$ cat config.mk
export PLATFORM = sky130hd
export DESIGN_NAME = bus_xfer_unit
export DESIGN_NICKNAME = d
export VERILOG_FILES = /design/src/rtl/bus_xfer_pkg.sv /design/src/rtl/bus_xfer_src_sel.sv /design/src/rtl/bus_xfer_slot.sv /design/src/rtl/bus_xfer_unit.sv
export SDC_FILE = /design/constraint.sdc
export NUM_CORES = 1
export LEC_CHECK = 0
export ABC_AREA = 1
export CORE_MARGIN = 5
export CORE_UTILIZATION = 52
export DETAILED_ROUTE_END_ITERATION = 10
export GPL_TIMING_DRIVEN = 0
export PLACE_DENSITY = 0.78
export SLEW_MARGIN = 20
export SYNTH_ARGS = -nofsm -noshare
export SYNTH_HDL_FRONTEND = slang
export SYNTH_SLANG_ARGS = --single-unit
$ cat constraint.sdc
create_clock -name clk -period 1.93 [get_ports clk]
set_clock_uncertainty 0.2 [all_clocks]
set_input_delay 0.2895 -clock clk [delete_from_list [all_inputs] [get_ports clk]]
set_output_delay 0.2895 -clock clk [all_outputs]
set_load 0.03 [all_outputs]
$ cat src/rtl/bus_xfer_pkg.sv
package bus_xfer_pkg;
  localparam int SEL_W   = 2;
  localparam int REG_CNT = 1 << SEL_W;
  localparam int STYLE_MUX = 0;
  localparam int STYLE_DEC = 1;
endpackage

$ cat src/rtl/bus_xfer_src_sel.sv
module bus_xfer_src_sel
  import bus_xfer_pkg::*;
#(
  parameter int W     = 8,
  parameter int STYLE = STYLE_MUX
) (
  input  logic [REG_CNT-1:0][W-1:0] regs_i,
  input  logic [SEL_W-1:0]          sel_i,
  input  logic                      en_i,
  output logic [W-1:0]              bus_o
);
  generate
    if (STYLE == STYLE_DEC) begin : g_dec
      logic [REG_CNT-1:0] drive_oh;
      always_comb begin
        drive_oh = '0;
        if (en_i) drive_oh[sel_i] = 1'b1;
      end
      always_comb begin
        bus_o = '0;
        for (int i = 0; i < REG_CNT; i++)
          bus_o = bus_o | (regs_i[i] & {W{drive_oh[i]}});
      end
    end else begin : g_mux
      for (genvar b = 0; b < W; b++) begin : g_bit
        logic [REG_CNT-1:0] column;
        for (genvar i = 0; i < REG_CNT; i++) begin : g_in
          assign column[i] = regs_i[i][b];
        end
        assign bus_o[b] = en_i & column[sel_i];
      end
    end
  endgenerate
endmodule

$ cat src/rtl/bus_xfer_slot.sv
module bus_xfer_slot #(
  parameter int W = 8
) (
  input  logic         clk,
  input  logic         rst,
  input  logic         load_i,
  input  logic [W-1:0] bus_i,
  input  logic         swap_i,
  input  logic [W-1:0] swap_val_i,
  output logic [W-1:0] q_o
);
  always_ff @(posedge clk) begin
    if (rst)         q_o <= '0;
    else if (swap_i) q_o <= swap_val_i;
    else if (load_i) q_o <= bus_i;
  end
endmodule

$ cat src/rtl/bus_xfer_unit.sv
module bus_xfer_unit
  import bus_xfer_pkg::*;
#(
  parameter int W     = 8,
  parameter int STYLE = STYLE_MUX
) (
  input  logic                      clk,
  input  logic                      rst,
  input  logic [SEL_W-1:0]          src_sel,
  input  logic                      bus_en,
  input  logic [REG_CNT-1:0]        ld_en,
  input  logic                      cond,
  input  logic                      xchg_req,
  input  logic [SEL_W-1:0]          xchg_a,
  input  logic [SEL_W-1:0]          xchg_b,
  input  logic                      ext_valid,
  output logic                      ext_ready,
  input  logic [W-1:0]              ext_data,
  output logic [W-1:0]              bus_o,
  output logic [REG_CNT-1:0][W-1:0] regs_o
);
  logic [W-1:0] reg_bus;
  logic         ext_take;

  assign ext_ready = ~rst;
  assign ext_take  = ext_valid & ext_ready;

  bus_xfer_src_sel #(.W(W), .STYLE(STYLE)) src_i (
    .regs_i(regs_o), .sel_i(src_sel), .en_i(bus_en), .bus_o(reg_bus)
  );

  assign bus_o = ext_take ? ext_data : reg_bus;

  generate
    for (genvar i = 0; i < REG_CNT; i++) begin : g_slot
      logic         is_a, is_b, swap, load;
      logic [W-1:0] partner;
      assign is_a    = (xchg_a == SEL_W'(i));
      assign is_b    = (xchg_b == SEL_W'(i));
      assign swap    = cond & xchg_req & (is_a | is_b);
      assign load    = cond & ld_en[i];
      assign partner = is_a ? regs_o[xchg_b] : regs_o[xchg_a];
      bus_xfer_slot #(.W(W)) slot_i (
        .clk(clk), .rst(rst), .load_i(load), .bus_i(bus_o),
        .swap_i(swap), .swap_val_i(partner), .q_o(regs_o[i])
      );
    end
  endgenerate
endmodule

# After elaboration in Yosys (flattened, before gate mapping)
# Index checks and enable logic that the tools add are counted.
# totals
inputBits	24
wordCells	75
ff_bits	32
# op_classes
mux	33
bitwise_logic	23
n_eq_ne	6
n_reduce_logical	6
magnitude_cmp	3
# op_table
operator	n
$mux 8	15
$bmux 8 s2	2
$and 1x1->1	18
$bmux 1 s2	8
$lt 2x3->1 const B	3
$eq 2x2->1 const B	4
$mux 1	8
$reduce_bool 2->1	4
$eq 2x1->1 const B	2
$logic_not 2->1	2
$or 1x1->1	4
$not 1->1	1

# Longest topological paths before layout
# depth
depth_word	6
mapped_depth	11
depth_no_buf	10

# Hierarchy
# A second synthesis with hierarchy kept.
# unflattened
hier_cells	643
hier_area_um2	3300.7
# modules_own_cells
module	n_inst	cells_per_inst	seq_area_each_um2	area_each_um2
bus_xfer_slot	4	61	160.2	409.1
bus_xfer_unit	1	304	0.0	1249.9
bus_xfer_src_sel	1	95	0.0	414.1

# Worst setup path before layout
# OpenSTA, ideal clock, no wires.
# synth_path
kind	input port to flip-flop
from	input port src_sel[0]
to	register g_slot[1].slot_i.q_o[5]
setup_ns	0.056
t_arrival_ns	1.487
slack_ns	0.187
t_required_ns	1.674
stages	11
path_cell_list	buf_2 > inv_1 > buf_2 > nand2_1 > nand3_1 > nand3_1 > nand2_1 > nand2_1 > nand3_1 > nand2_1 > inv_1
# synth_via
elab_chain_cells	6
# synth_rtl
item	line_no	source
start, declared	bus_xfer_unit.sv:9	input logic [SEL_W-1:0] src_sel,
$bmux 1 s2	bus_xfer_src_sel.sv:30	assign bus_o[b] = en_i & column[sel_i];
$mux 1 (implied by the code)	bus_xfer_src_sel.sv:30	
$and 1x1->1	bus_xfer_src_sel.sv:30	
$mux 8	bus_xfer_unit.sv:32	assign bus_o = ext_take ? ext_data : reg_bus;
via bus_o[5]	bus_xfer_unit.sv:19	output logic [W-1:0] bus_o,
$mux 8	bus_xfer_slot.sv:15	else if (load_i) q_o <= bus_i;
$mux 8	bus_xfer_slot.sv:14	else if (swap_i) q_o <= swap_val_i;
end signal, assigned	bus_xfer_slot.sv:14	
end signal, assigned	bus_xfer_slot.sv:15	
end, declared	bus_xfer_slot.sv:10	output logic [W-1:0] q_o
# The timed path passes the listed nets, and every way through them passes these cells. The select of a mux whose other input is x is not followed.
# A chain may end at the register's enable or synchronous reset.

# Final worst setup path
# layout_path
from	register g_slot[3].slot_i.q_o[0]
to	output port regs_o[24] (netlist name)
# layout_rtl
item	line_no	source
start, declared	bus_xfer_slot.sv:10	
start signal, assigned	bus_xfer_slot.sv:14	
start signal, assigned	bus_xfer_slot.sv:15	
end, declared	bus_xfer_unit.sv:20	output logic [REG_CNT-1:0][W-1:0] regs_o
# No word-level cell between the ends.

==> impl_metrics.tcl <==
set metrics [dict create \
    wl_met1_mm 4.72 \
    number_of_flip_flops_in_the_largest_register 32 \
    finalCriticalPeriod_ns 1.92 \
    worst_setup_path_end_kind "output port" \
    globalRoute.totalOverflow 0 \
    worst_setup_margin_ns 0.00841 \
    num_rows 28 \
    initial_core_util_pct 52.5 \
    drt.antenna.violating_nets 0 \
    clkSinkCount 32 \
    yosysMostFrequentCell "sky130_fd_sc_hd__nand2_1" \
    drt-initial-drc-count 662 \
    power.share.combinational_pct 44.0 \
    synth_edf_count 0 \
    place_ws_ns -1.07 \
    switching_share_pct 41.9 \
    finalCoreUtilization_pct 72.7 \
    antenna_cells 0 \
    top_flip_flop_cell_by_instance_count_after_synthesis "sky130_fd_sc_hd__dfxtp_1" \
    num_cts_buffers 5 \
    fin_area_um2 4250 \
    timing.critical_path.cells "clkdlybuf4s50_1" \
    nNetsFinal 698 \
    final_hold_viol_count 0 \
    drt-pass1-iter-count 7 \
    synth_top_cells_by_count "sky130_fd_sc_hd__nand2_1 (251), sky130_fd_sc_hd__nand3_1 (152), sky130_fd_sc_hd__inv_1 (62)" \
    ir_drop_mv 0.436 \
    buffer_levels_on_the_longest_clock_path 2 \
    clockPowerShare_pct 23.1 \
    max_clock_freq_ghz 0.520 \
    async_reset_ff_share_pct 0 \
    largest_registers "g_slot.slot_i.q_o: 32 flops" \
    timing.final.max_slew_violations 0 \
    ctsRootBufferMaster "sky130_fd_sc_hd__clkbuf_8" \
    slew-limit-headroom_pct 63.7 \
    routed-via-count 4367 \
    critical_path_origin "g_slot[3].slot_i.q_o[0]" \
    worst_pin_slew_ns 0.544 \
    drive_gt1_share_pct 15.6 \
    yosysWarningCount 0 \
    number_of_global_route_vias_before_repair 4027 \
    cpMaxStageDelayCell "sky130_fd_sc_hd__clkdlybuf4s50_1" \
    fp.dieH_um 86.9 \
    floorplan.die_area_um2 7550 \
    vias_per_cell 5.82 \
    clk_latency_ns 0.29 \
    netlist_instances 583 \
    worstSetupStartpointType "register" \
    floorplan.die.width_um 86.9 \
    power.share.sequential_pct 33.0 \
    grt_start_max_net_pins 11 \
    tritoncts "done" \
    internal_power_mw 1.41 \
    grt_antenna_before_repair 0 \
    post_synthesis_net_count 607 \
    route.final.wire_length_mm 12.8 \
    regToRegStartpoint "g_slot[0].slot_i.q_o[5]" \
    cp_data_arrival_time_ns 1.43 \
    crit_type "reg2out" \
    post_cts_hold_buffer_count 0 \
    average_instance_area_after_synthesis_um2 5.27 \
    routability_congestion_estimate 0.950 \
    synth_largest_area_cell "sky130_fd_sc_hd__nand2_1" \
    wire_length_on_met3_mm 1.46 \
    fillCellCount 541 \
    powerDensity_nw_per_um2 572 \
    critical_path_buf_inv_count 1 \
    fraction_of_post_synthesis_cell_area_in_the_top_cell_type_by_area_pct 30.6 \
    timing.critical_path.required_ns 1.44 \
    route.met2.wl_mm 5.83 \
    cp_top_delay_family "buffers and inverters" \
    static-leakage-power_nw 2.60 \
    wire_per_inst_um 17.0 \
    timing.max_cap.violations 0 \
    status "finished, final reports clean" \
    largest_register "g_slot.slot_i.q_o" \
    number_of_flip_flops_and_latches_in_the_synthesized_netlist 32 \
    synth_cell_type_count 20 \
    grt_pass1_wl_mm 19.9 \
    worst_hold_path_type "in2reg" \
    holdCritStartpoint "rst" \
    io_pins 65 \
    cpPeakStageDelay_ns 0.71 \
    place.port_buffers 61 \
    global_route.usage.total_pct 34.0 \
    routed.top_layer "met4" \
    syn_to_final_growth_pct 38.4 \
    worst-path-max-fanout 5 \
    clock_edge_transition_at_the_registers_on_the_reported_setup_and_hold_paths_ns 0.07 \
    netSwitchingPower_mw 1.02 \
    seq_area_frac_synth_pct 20.8 \
    final.period_utilization_pct 99.6 \
    core_area_um2 5850 \
    instance_area_at_placement_um2 3780 \
    htree_levels 2 \
    post_synthesis_instance_area_um2 3070 \
    setup_tns_after_final_layout_ns 0 \
    route.detailed.drc 0 \
    post_synth_main_area_contributors "sky130_fd_sc_hd__nand2_1 (31%), sky130_fd_sc_hd__nand3_1 (25%), sky130_fd_sc_hd__dfxtp_1 (21%)" \
    timing.final.setup_violations 0 \
    place.detailed.hpwl_mm 8.90 \
]
-- metal layers --
metal	vias up	global-route usage [%]
met1	1935	44.5
met2	316	54.0
met4	0	18.0
met3	75	4.73
li1	2041	-
met5	-	0
-- power groups by stage --
stage / Sequential, mW / Clock (mW) / Combinational (mW)
floorplan: 0.900 / 0 / 0.517
global placement: 0.812 / 0 / 0.939
detailed placement: 0.814 / 0 / 0.953
CTS: 0.799 / 0.562 / 1.02
global route: 0.809 / 0.597 / 1.16
finish: 0.801 / 0.561 / 1.07
-- worst reg2reg max path: cells and delay by family (launching register included) --
family,cells,cell delay (ns)
DFF,1,0.35
buffers and inverters,3,0.30
and+or+nand+nor,7,0.62
-- what timing repair did --
item / in CTS / in global routing
gates resized for setup: 90 / 46
gates cloned: 0 / 0
pin swaps: 16 / 7
setup buffers: 19 / 4
endpoints found under the setup margin: 45 / 56
-- area by class of cell --
cell class / count / area [um2] / area share, %
clock buffers: 8 / 90.1 / 2.12
flip-flops and latches: 32 / 641 / 15.1
multi-input cells: 450 / 2110 / 49.6
repair buffers: 84 / 850 / 20.0
plain buffers: 19 / 139 / 3.26
well taps: 75 / 93.8 / 2.21
inverters: 82 / 332 / 7.79
-- metrics by stage --
step | power [mW] | cells | hold WS, ns
6_report | 2.43 | 750 | 0.420
5_1_grt | 2.56 | 750 | 0.481
3_5_place_dp | 1.77 | 719 | 0.417
2_1_floorplan | 1.42 | 583 | 0.369
4_1_cts | 2.38 | 746 | 0.431
3_3_place_gp | 1.75 | 719 | 0.410
-- path summary, 6_finish.rpt --
check                            endpoint  slack (ns)  depth (start not counted)
setup / recovery               regs_o[24]       0.008                          1
hold / removal    g_slot[2].slot_i.q_o[1]        0.42                          6
setup reg to reg  g_slot[0].slot_i.q_o[5]        0.35                         10
hold reg to reg   g_slot[1].slot_i.q_o[5]        0.43                          4
-- kinds of logic (layout without fill, tap and decap cells) --
group	Yosys count	after routing	share of synthesized area, %
AND/OR/NAND/NOR	417	417	59.7
buffers and inverters	101	193	13.8
AO/OA/AOI/OAI	33	33	5.74
flip-flops	32	32	20.8
-- cells in the final DEF (no fill, tap or decap), drive strengths merged --
cell type | synthesis | layout
nand2 | 260 | 260
nand3 | 152 | 152
inv | 74 | 73
buf | 14 | 44
dfxtp | 32 | 32
o21ai | 32 | 32
clkdlybuf4s50 | 0 | 26
dlymetal6s2s | 0 | 20
clkbuf | 5 | 14
clkinv | 8 | 8
dlygate4sd2 | 0 | 6
nor2 | 5 | 5
a21oi | 1 | 1
clkinvlp | 0 | 1
clkdlybuf4s15 | 0 | 1
Power figures use the tool's default switching activity.
